**config.mk**
```make
export PLATFORM = sky130hd
export DESIGN_NAME = i2c_queue_status
export DESIGN_NICKNAME = d
export VERILOG_FILES = /design/src/rtl/i2cq_pkg.sv /design/src/rtl/i2cq_queue.sv /design/src/rtl/i2cq_flags.sv /design/src/rtl/i2c_queue_status.sv
export SDC_FILE = /design/constraint.sdc
export NUM_CORES = 1
export LEC_CHECK = 0
export BUFFER_PORTS_ARGS = -buffer_cell sky130_fd_sc_hd__buf_2
export CORE_ASPECT_RATIO = 0.75
export CORE_MARGIN = 5
export CORE_UTILIZATION = 24
export DETAILED_ROUTE_END_ITERATION = 7
export PLACE_DENSITY = 0.48
export SLEW_MARGIN = 15
export SYNTH_ARGS = -nofsm -noshare
export SYNTH_HDL_FRONTEND = slang
export SYNTH_HIERARCHICAL = 1
export SYNTH_SLANG_ARGS = --single-unit
```
**constraint.sdc**
```tcl
create_clock -name clk -period 3.21 [get_ports clk]
set_input_delay 0.1605 -clock clk [delete_from_list [all_inputs] [get_ports clk]]
set_output_delay 0.1605 -clock clk [all_outputs]
set_load 0.01 [all_outputs]
```
**src/rtl/i2cq_pkg.sv**
```systemverilog
package i2cq_pkg;
    localparam int ST_W      = 16;
    localparam int WORD_W    = 9;
    localparam int Q_DEPTH   = 8;

    localparam int B_RX_FULL  = 0;
    localparam int B_TX_FULL  = 1;
    localparam int B_TX_EMPTY = 2;
    localparam int B_RX_OVR   = 3;
    localparam int B_TX_OVR   = 4;
    localparam int B_SRST_ERR = 5;
    localparam int B_SLV_ADDR = 6;
    localparam int B_STOP     = 7;
    localparam int B_ARB      = 8;
    localparam int B_BUSY     = 9;
    localparam int B_NACK     = 10;
    localparam int B_RSTART   = 11;
    localparam int B_TX_HALF  = 12;
    localparam int B_TX_FULL2 = 13;
    localparam int B_RX_HALF  = 14;
    localparam int B_UNDER    = 15;

    // positions that hold state until written with a one on the clear port
    localparam logic [ST_W-1:0] STICKY_MASK = 16'h8DF8;
endpackage

```
**src/rtl/i2cq_queue.sv**
```systemverilog
module i2cq_queue #(
    parameter int WIDTH = 9,
    parameter int DEPTH = 8,
    localparam int PTR_W = $clog2(DEPTH),
    localparam int CNT_W = PTR_W + 1
) (
    input  logic             clk,
    input  logic             rst_n,
    input  logic             flush,
    input  logic             push,
    input  logic [WIDTH-1:0] wdata,
    input  logic             pop,
    output logic [WIDTH-1:0] rdata,
    output logic [CNT_W-1:0] count,
    output logic             push_drop,
    output logic             pop_empty
);
    typedef struct packed {
        logic [PTR_W-1:0] wptr;
        logic [PTR_W-1:0] rptr;
        logic [CNT_W-1:0] cnt;
        logic [WIDTH-1:0] rdata;
    } q_state_t;

    q_state_t s_d, s_q;
    logic [WIDTH-1:0] mem_q [DEPTH];
    logic do_push, do_pop, is_full, is_empty;

    function automatic logic [PTR_W-1:0] ptr_next(input logic [PTR_W-1:0] p);
        return (p == PTR_W'(DEPTH - 1)) ? '0 : p + 1'b1;
    endfunction

    always_comb begin
        is_full   = (s_q.cnt == CNT_W'(DEPTH));
        is_empty  = (s_q.cnt == '0);
        do_push   = push && !flush && !is_full;
        do_pop    = pop && !flush && !is_empty;
        push_drop = push && !flush && is_full;
        pop_empty = pop && !flush && is_empty;
        s_d = s_q;
        if (flush) begin
            s_d.wptr = '0;
            s_d.rptr = '0;
            s_d.cnt  = '0;
        end else begin
            if (do_push) s_d.wptr = ptr_next(s_q.wptr);
            if (do_pop) begin
                s_d.rptr  = ptr_next(s_q.rptr);
                s_d.rdata = mem_q[s_q.rptr];
            end
            unique case ({do_push, do_pop})
                2'b10:   s_d.cnt = s_q.cnt + 1'b1;
                2'b01:   s_d.cnt = s_q.cnt - 1'b1;
                default: s_d.cnt = s_q.cnt;
            endcase
        end
    end

    always_ff @(posedge clk or negedge rst_n) begin
        if (!rst_n) s_q <= '0;
        else        s_q <= s_d;
    end

    always_ff @(posedge clk) begin
        if (do_push) mem_q[s_q.wptr] <= wdata;
    end

    assign rdata = s_q.rdata;
    assign count = s_q.cnt;

    p_count_bound_r2: assert property (@(posedge clk) disable iff (!rst_n)
        s_q.cnt <= CNT_W'(DEPTH));
    p_push_grows_r1: assert property (@(posedge clk) disable iff (!rst_n)
        (push && !pop && !flush && !is_full) |=> (count == $past(count) + 1'b1));
    p_full_drop_r9: assert property (@(posedge clk) disable iff (!rst_n)
        (push && !pop && !flush && is_full) |=> (count == CNT_W'(DEPTH)));
    p_empty_pop_hold_r8: assert property (@(posedge clk) disable iff (!rst_n)
        (pop && !push && !flush && is_empty) |=> $stable(rdata));
    p_flush_empty_r7: assert property (@(posedge clk) disable iff (!rst_n)
        flush |=> (count == '0));
endmodule

```
**src/rtl/i2cq_flags.sv**
```systemverilog
module i2cq_flags #(
    parameter int W = 16,
    parameter logic [W-1:0] MASK = '1
) (
    input  logic         clk,
    input  logic         rst_n,
    input  logic [W-1:0] set,
    input  logic         clr_we,
    input  logic [W-1:0] clr_wdata,
    output logic [W-1:0] flags
);
    logic [W-1:0] flags_d, flags_q, clr_eff;

    always_comb begin
        clr_eff = clr_we ? clr_wdata : '0;
        flags_d = ((flags_q & ~clr_eff) | set) & MASK;
    end

    always_ff @(posedge clk or negedge rst_n) begin
        if (!rst_n) flags_q <= '0;
        else        flags_q <= flags_d;
    end

    assign flags = flags_q;

    for (genvar i = 0; i < W; i++) begin : g_bit
        if (MASK[i]) begin : g_sticky
            p_hold_r5: assert property (@(posedge clk) disable iff (!rst_n)
                (flags[i] && !(clr_we && clr_wdata[i])) |=> flags[i]);
            p_clear_r6: assert property (@(posedge clk) disable iff (!rst_n)
                (clr_we && clr_wdata[i] && !set[i]) |=> !flags[i]);
            p_set_wins_r6: assert property (@(posedge clk) disable iff (!rst_n)
                set[i] |=> flags[i]);
        end else begin : g_none
            p_unused_zero_r6: assert property (@(posedge clk) disable iff (!rst_n)
                !flags[i]);
        end
    end
endmodule

```
**src/rtl/i2c_queue_status.sv**
```systemverilog
module i2c_queue_status
    import i2cq_pkg::*;
#(
    parameter int WIDTH = WORD_W,
    parameter int DEPTH = Q_DEPTH,
    localparam int LVL_W = $clog2(DEPTH),
    localparam int CNT_W = LVL_W + 1,
    localparam int HALF  = DEPTH / 2
) (
    input  logic             clk,
    input  logic             rst_n,
    input  logic             soft_rst,
    input  logic             reg_tx_push,
    input  logic [WIDTH-1:0] reg_tx_wdata,
    input  logic             reg_rx_pop,
    output logic [WIDTH-1:0] reg_rx_rdata,
    input  logic             eng_tx_pop,
    output logic [WIDTH-1:0] eng_tx_data,
    input  logic             eng_rx_push,
    input  logic [WIDTH-1:0] eng_rx_data,
    input  logic             ev_slave_addr,
    input  logic             ev_stop,
    input  logic             ev_arb_lost,
    input  logic             ev_nack,
    input  logic             ev_rstart,
    input  logic             bus_busy,
    input  logic             ien_we,
    input  logic [ST_W-1:0]  ien_wdata,
    input  logic             clr_we,
    input  logic [ST_W-1:0]  clr_wdata,
    output logic [ST_W-1:0]  status,
    output logic [ST_W-1:0]  ien,
    output logic             irq,
    output logic [LVL_W-1:0] tx_level,
    output logic [LVL_W-1:0] rx_level
);
    typedef struct packed {
        logic [ST_W-1:0] ien;
    } top_state_t;

    top_state_t st_d, st_q;
    logic [CNT_W-1:0] tx_cnt, rx_cnt;
    logic tx_drop, tx_under, rx_drop, rx_under;
    logic [ST_W-1:0] set_vec, sticky;

    i2cq_queue #(.WIDTH(WIDTH), .DEPTH(DEPTH)) u_txq (
        .clk(clk), .rst_n(rst_n), .flush(soft_rst),
        .push(reg_tx_push), .wdata(reg_tx_wdata), .pop(eng_tx_pop),
        .rdata(eng_tx_data), .count(tx_cnt),
        .push_drop(tx_drop), .pop_empty(tx_under)
    );

    i2cq_queue #(.WIDTH(WIDTH), .DEPTH(DEPTH)) u_rxq (
        .clk(clk), .rst_n(rst_n), .flush(soft_rst),
        .push(eng_rx_push), .wdata(eng_rx_data), .pop(reg_rx_pop),
        .rdata(reg_rx_rdata), .count(rx_cnt),
        .push_drop(rx_drop), .pop_empty(rx_under)
    );

    always_comb begin
        set_vec              = '0;
        set_vec[B_RX_OVR]    = rx_drop;
        set_vec[B_TX_OVR]    = tx_drop;
        set_vec[B_SRST_ERR]  = soft_rst && (rx_cnt != '0);
        set_vec[B_SLV_ADDR]  = ev_slave_addr;
        set_vec[B_STOP]      = ev_stop;
        set_vec[B_ARB]       = ev_arb_lost;
        set_vec[B_NACK]      = ev_nack;
        set_vec[B_RSTART]    = ev_rstart;
        set_vec[B_UNDER]     = tx_under || rx_under;
    end

    i2cq_flags #(.W(ST_W), .MASK(STICKY_MASK)) u_flags (
        .clk(clk), .rst_n(rst_n), .set(set_vec),
        .clr_we(clr_we), .clr_wdata(clr_wdata), .flags(sticky)
    );

    always_comb begin
        st_d = st_q;
        if (ien_we) st_d.ien = ien_wdata;
    end

    always_ff @(posedge clk or negedge rst_n) begin
        if (!rst_n) st_q <= '0;
        else        st_q <= st_d;
    end

    always_comb begin
        status             = sticky;
        status[B_RX_FULL]  = (rx_cnt == CNT_W'(DEPTH));
        status[B_TX_FULL]  = (tx_cnt == CNT_W'(DEPTH));
        status[B_TX_EMPTY] = (tx_cnt == '0);
        status[B_BUSY]     = bus_busy;
        status[B_TX_HALF]  = (tx_cnt >= CNT_W'(HALF));
        status[B_TX_FULL2] = (tx_cnt == CNT_W'(DEPTH));
        status[B_RX_HALF]  = (rx_cnt >= CNT_W'(HALF));
    end

    assign ien      = st_q.ien;
    assign irq      = |(status & st_q.ien);
    assign tx_level = tx_cnt[LVL_W-1:0];
    assign rx_level = rx_cnt[LVL_W-1:0];

    p_irq_masked_r4: assert property (@(posedge clk) disable iff (!rst_n)
        (ien == '0) |-> !irq);
    p_ien_load_r4: assert property (@(posedge clk) disable iff (!rst_n)
        ien_we |=> (ien == $past(ien_wdata)));
    p_srst_err_r7: assert property (@(posedge clk) disable iff (!rst_n)
        (soft_rst && rx_level != '0) |=> status[B_SRST_ERR]);
    p_full_wrap_r2: assert property (@(posedge clk) disable iff (!rst_n)
        status[B_RX_FULL] |-> (rx_level == '0 && !status[B_RX_HALF] == 1'b0));
endmodule

```
; Word level (Yosys, flattened, before mapping)
; Memories as Yosys holds them, arrays and structs flattened. A register that Yosys moved wholly into a read port is not among the register bits.
; Cells that the tools add are included.
[classes]
n_reduce_logical = 33
n_lt_le_gt_ge = 2
addsub = 8
eq_ne = 10
bitwise_logic = 5
mux = 17
[ops]
columns = op, count
row1 = 16-bit bitwise AND, 2
row2 = 3-bit 2-to-1 mux, 8
row3 = 10-bit 2-to-1 mux, 2
row4 = 16-bit 2-to-1 mux, 1
row5 = 16-bit NOT, 1
row6 = 16-bit bitwise OR, 1
row7 = 4-bit case mux with 2 select lines, 2
row8 = 16-bit OR reduction, 1
row9 = 1-bit logical AND, 13
row10 = 3-bit by 1-bit adder with 3-bit output (second input constant), 4
row11 = 3-bit == test (second input constant), 4
row12 = 4-bit by 1-bit adder with 4-bit output (second input constant), 2
row13 = 4-bit == test (second input constant), 2
row14 = 4-bit by 3-bit >= comparator with 1-bit output (second input constant), 2
row15 = 4-bit logical NOT, 2
row16 = 2-bit nonzero test, 4
row17 = 4-bit by 1-bit subtractor with 4-bit output (second input constant), 2
row18 = 1-bit logical NOT, 7
row19 = 3-bit nonzero test, 2
row20 = 2-bit by 1-bit == test with 1-bit output (second input constant), 2
row21 = 2-bit == test (second input constant), 2
row22 = 1-bit 2-to-1 mux, 4
row23 = 2-bit AND reduction, 2
row24 = 4-bit nonzero test, 1
row25 = other kinds (2), 2
[totals]
in_bits = 65
register_bits = 45
ram_bits = 144
memories = 2
word_cells = 85
output_inout_bits = 57
[memory_table]
columns = name, words, width, read_ports, rd_clocked_by_memory_dff, write_ports, line_no
row1 = u_rxq.mem_q, 8, 9, 1, 1, 1, i2cq_queue.sv:26  ; logic [WIDTH-1:0] mem_q [DEPTH];
row2 = u_txq.mem_q, 8, 9, 1, 1, 1, i2cq_queue.sv:26

; Logic depth before layout (Yosys ltp)
[logic_depth]
ltp_word = 6
mapped_depth = 10
depth_no_buf = 9

; Hierarchy
; The synthesis kept the hierarchy.
[by_module_without_submodules]
columns = mod, cells_each, area_per_inst_um2, seq_area_each_um2, instances
row1 = i2cq_queue at u_txq, 231, 3852.4, 2637.5, 1
row2 = i2cq_queue at u_rxq, 222, 3801.1, 2637.5, 1
row3 = i2c_queue_status, 55, 768.2, 400.4, 1
row4 = i2cq_flags, 36, 394.1, 225.2, 1

; Worst setup path after synthesis
; OpenSTA, ideal clock, no wires.
[synth_path]
path_type = register to register
startpoint = reg u_rxq.s_q (netlist bit u_rxq/count[1])
endpoint = reg u_rxq.s_q (netlist bit u_rxq/count[3])
stages_incl_launch_ff = 11
required_time_ns = 3.123
setup_ns = 0.087
slack_ns = 0.420
t_arrival_ns = 2.704
path_buffers = 1
period_less_slack_ns = 2.790
cell_sequence = dfrtp_1 or4b_4 nor2b_4 buf_6 nor2_1 ha_1 a21oi_1 nand2_1 and3_4 or4b_1 o211ai_1
[synth_via]
elab_chain_len = 6
word_cells_on_any_way = 13
classes_between = add/sub (2) / eq/ne (3) / mux (2) / reduce/logical (6)
[synth_rtl]
columns = element, line_no
row1 = "start, declared", i2cq_queue.sv:25  ; q_state_t s_d, s_q;
row2 = "start signal, assigned", i2cq_queue.sv:60  ; if (!rst_n) s_q <= '0;
row3 = "start signal, assigned", i2cq_queue.sv:61  ; else s_q <= s_d;
row4 = 4-bit == test / 4-bit logical NOT (equally long branches), "i2cq_queue.sv:34, i2cq_queue.sv:35"
row5 = "1-bit logical NOT, on equally long branches", "i2cq_queue.sv:36, i2cq_queue.sv:37"
row6 = "1-bit logical AND, on equally long branches", "i2cq_queue.sv:36, i2cq_queue.sv:37"
row7 = 2-bit by 1-bit == test with 1-bit output / 2-bit == test (equally long branches), i2cq_queue.sv:51  ; unique case ({do_push, do_pop})
row8 = 4-bit case mux with 2 select lines, i2cq_queue.sv:51
row9 = 10-bit 2-to-1 mux, i2cq_queue.sv:41  ; if (flush) begin
; Several ways; a longest one is shown, not always the timed one.
; A chain may end at the register's enable or synchronous reset.

; Worst setup path after layout
[layout_path]
startpoint = reg u_rxq.s_q (netlist bit u_rxq/count[0])
endpoint = reg u_rxq.s_q (netlist bit u_rxq/count[3])
; Same word-level chain as after synthesis.

==> impl_results.md <==
- M3 GR Usage: 2.04%
- Clk sinks: 207
- DRC viols: 0
- Final-layout fill cell count: 3526
- Most common cell after layout, fill and taps aside: edfxtp_1
- Vias in the first global route: between 5000 and 6000
- Core Area: 0.0360 mm^2
- VDD IR max: 329 uV
- CTS tree: built
- CTS Buf Count: 24
- Ys Warns: 6
- WP data required: 3.66 ns
- Cell family with most CP delay: simple AND/OR/NAND/NOR gates
- Max Clk Rate: ~0.35 GHz
- Crit-path max cell delay: 0.56 ns
- Slew Limit Fails: 0
- Die ar.: 0.0404 mm^2
- Clk root buf: clkbuf_16
- Post-CTS Setup Inserts: 0
- Endpoints failing setup: 0
- Crit Path Category: reg -> reg
- # rows: 60
- Grt peak-use layer: met2
- Synth Instances: 535
- Clock Skew: around 0.02 ns
- Unrepaired setup endpoints after global routing: false
- # IOs: 122
- Worst skew pair latency: approximately 0.53 ns
- Critical path endpoint category: flip-flop
- Iter 0 DRT Violations: roughly 330
- Global route overflow: 0
- Drt wl/cell: 17.2 um
- Tot Pwr: 7.43 mW
- GRT Resource Usage Total: 9.81%
- Post-route ant nets: 0
- Most frequent cells in the layout: 144 x edfxtp_1, 113 x buf_2, 63 x dfrtp_1, 53 x dlygate4sd3_1, 36 x mux4_2
- Layout area overhead: 26.0%
- Post-layout min period: 2.89 ns
- First-pass GRT wire length: 31100 um
- CP Buf/Inv Count: 0
- Final wirelength: approximately 20000 um
- Max_cap viols: 0
- Data arrival, critical path: 3.34 ns
- Final Cycle Share: 90.1%
- Outcome: finished, final reports clean
- Net count, final: 779
- Die W: 231 um
- Worst-path cell with the longest stage delay: or4b_4
- Critical Path Start Type: flip-flop
- Clk buf depth: 3
- DP Wirelength: 12700 um
- Fraction of layout cells with a size suffix above 1: 32.4%
- Leak Pwr: 4.11 nW
- Worst slew margin: 25.2%
- Critical-path cell list: or4b_4, nor2b_4, nor2_1, ha_1, a21oi_1, nand2_1, and3_4, or4b_1, o211ai_1
- Largest net degree at the start of global routing: 64
- Fin. Hold Viols: 0
- Setup TNS: 0 ns
- Vias per Instance: 4.23
- Met1 usage: 14.2%
- Die height: roughly 180 um
- Met2 Use GR: 15.1%
- GPL Wtd Cong: 0.703
- Syn Std Cell Area: roughly 0.009 mm^2
- Worst-path clk slew: 0.07 ns
- Worst slew pin tran: 1.12 ns
- Crit path max fanout: 8
- Buffers added on ports: between 100 and 150
- # H-tree levels: 1
- Syn nets: 614
- Pwr Density: a little under 700 mW/mm^2
- Initial antenna violation count: 0
- # diodes: 0
- Drt pass-1 iters: 4
- Post-CTS sizing: 0
- Routed vias: about 5000
- Worst hold-check path type: in -> reg
- Starting Density: 24.3%
- Mean Syn Cell Area: 16.4 um^2
- CTS hold repair buffers: 53
==> routing by layer <==
| metal | up-vias | part of all wire (%) |
|---|---|---|
| met5 | - | 0 |
| met3 | 28 | 4.2 |
| met1 | 2524 | 48 |
| met2 | 97 | 45 |
| li1 | 2353 | - |
| met4 | 0 | 2.1 |
==> layout make-up <==
class | instances | area, um^2 | area share (%)
clock buffers | 26 | 608 | 5.51
repair buffers | 191 | 1280 | 11.6
multi-input cells | 276 | 2530 | 22.9
well taps | 465 | 582 | 5.27
flip-flops and latches | 207 | 5900 | 53.5
clock inverters | 17 | 133 | 1.20
==> per-stage QoR <==
stage / instances / setup WS [ns] / util [%] / cell area (um^2) / hold slack (ns)
CTS: 1182 / 0.309 / 30.7 / 11000 / 0.00720
global route: 1182 / 0.150 / 30.7 / 11000 / 0.0469
global placement: 1086 / 0.318 / 27.1 / 9760 / 0.346
finish: 1182 / 0.317 / 30.7 / 11000 / 0.0405
floorplan: 535 / 0.420 / - / 8760 / -0.135
detailed placement: 1086 / 0.309 / 27.1 / 9760 / 0.341
==> flip-flops by register name (all words and copies together), names as in the netlist <==
signal and count:
u_txq/mem_q 72, u_txq/rdata 9, u_rxq/count 4, u_rxq/s_q 6
u_txq/count 4, u_rxq/mem_q 72, u_flags/flags 9, ien 16
u_rxq/rdata 9, u_txq/s_q 6
==> path summary, 6_finish.rpt <==
| check | startpoint | to | slack, ns | cells past startpoint |
|---|---|---|---|---|
| setup reg to reg | u_rxq/count[0]$_DFFE_PN0P_ | u_rxq/count[3]$_DFFE_PN0P_ | 0.32 | 9 |
| setup / recovery | u_rxq/count[0]$_DFFE_PN0P_ | u_rxq/count[3]$_DFFE_PN0P_ | 0.32 | 9 |
| min in group asynchronous | rst_n | u_rxq/rdata[4]$_DFFE_PN0P_ | 0.30 | 2 |
| hold reg to reg | u_rxq/rdata[5]$_DFFE_PN0P_ | u_rxq/rdata[5]$_DFFE_PN0P_ | 0.48 | 2 |
| hold / removal | clr_we | u_flags/flags[4]$_DFF_PN0_ | 0.04 | 3 |
| max in group asynchronous | rst_n | u_txq/rdata[2]$_DFFE_PN0P_ | 2.29 | 2 |
==> worst register-to-register path, stage by stage (launching register included) <==
cell	delay, ns
dfrtp_1	0.49
or4b_4	0.57
nor2b_4	0.15
nor2_1	0.24
ha_1	0.33
a21oi_1	0.19
nand2_1	0.09
and3_4	0.18
or4b_1	0.49
o211ai_1	0.10
==> power by group <==
group / leakage (nW) / internal [mW] / switching (mW)
combinational: 1.68 / 0.756 / 0.726
sequential: 2.07 / 3.12 / 0.266
clock: 0.364 / 1.46 / 1.11
total: 4.11 / 5.33 / 2.10
(Power assumes the default switching activity.)
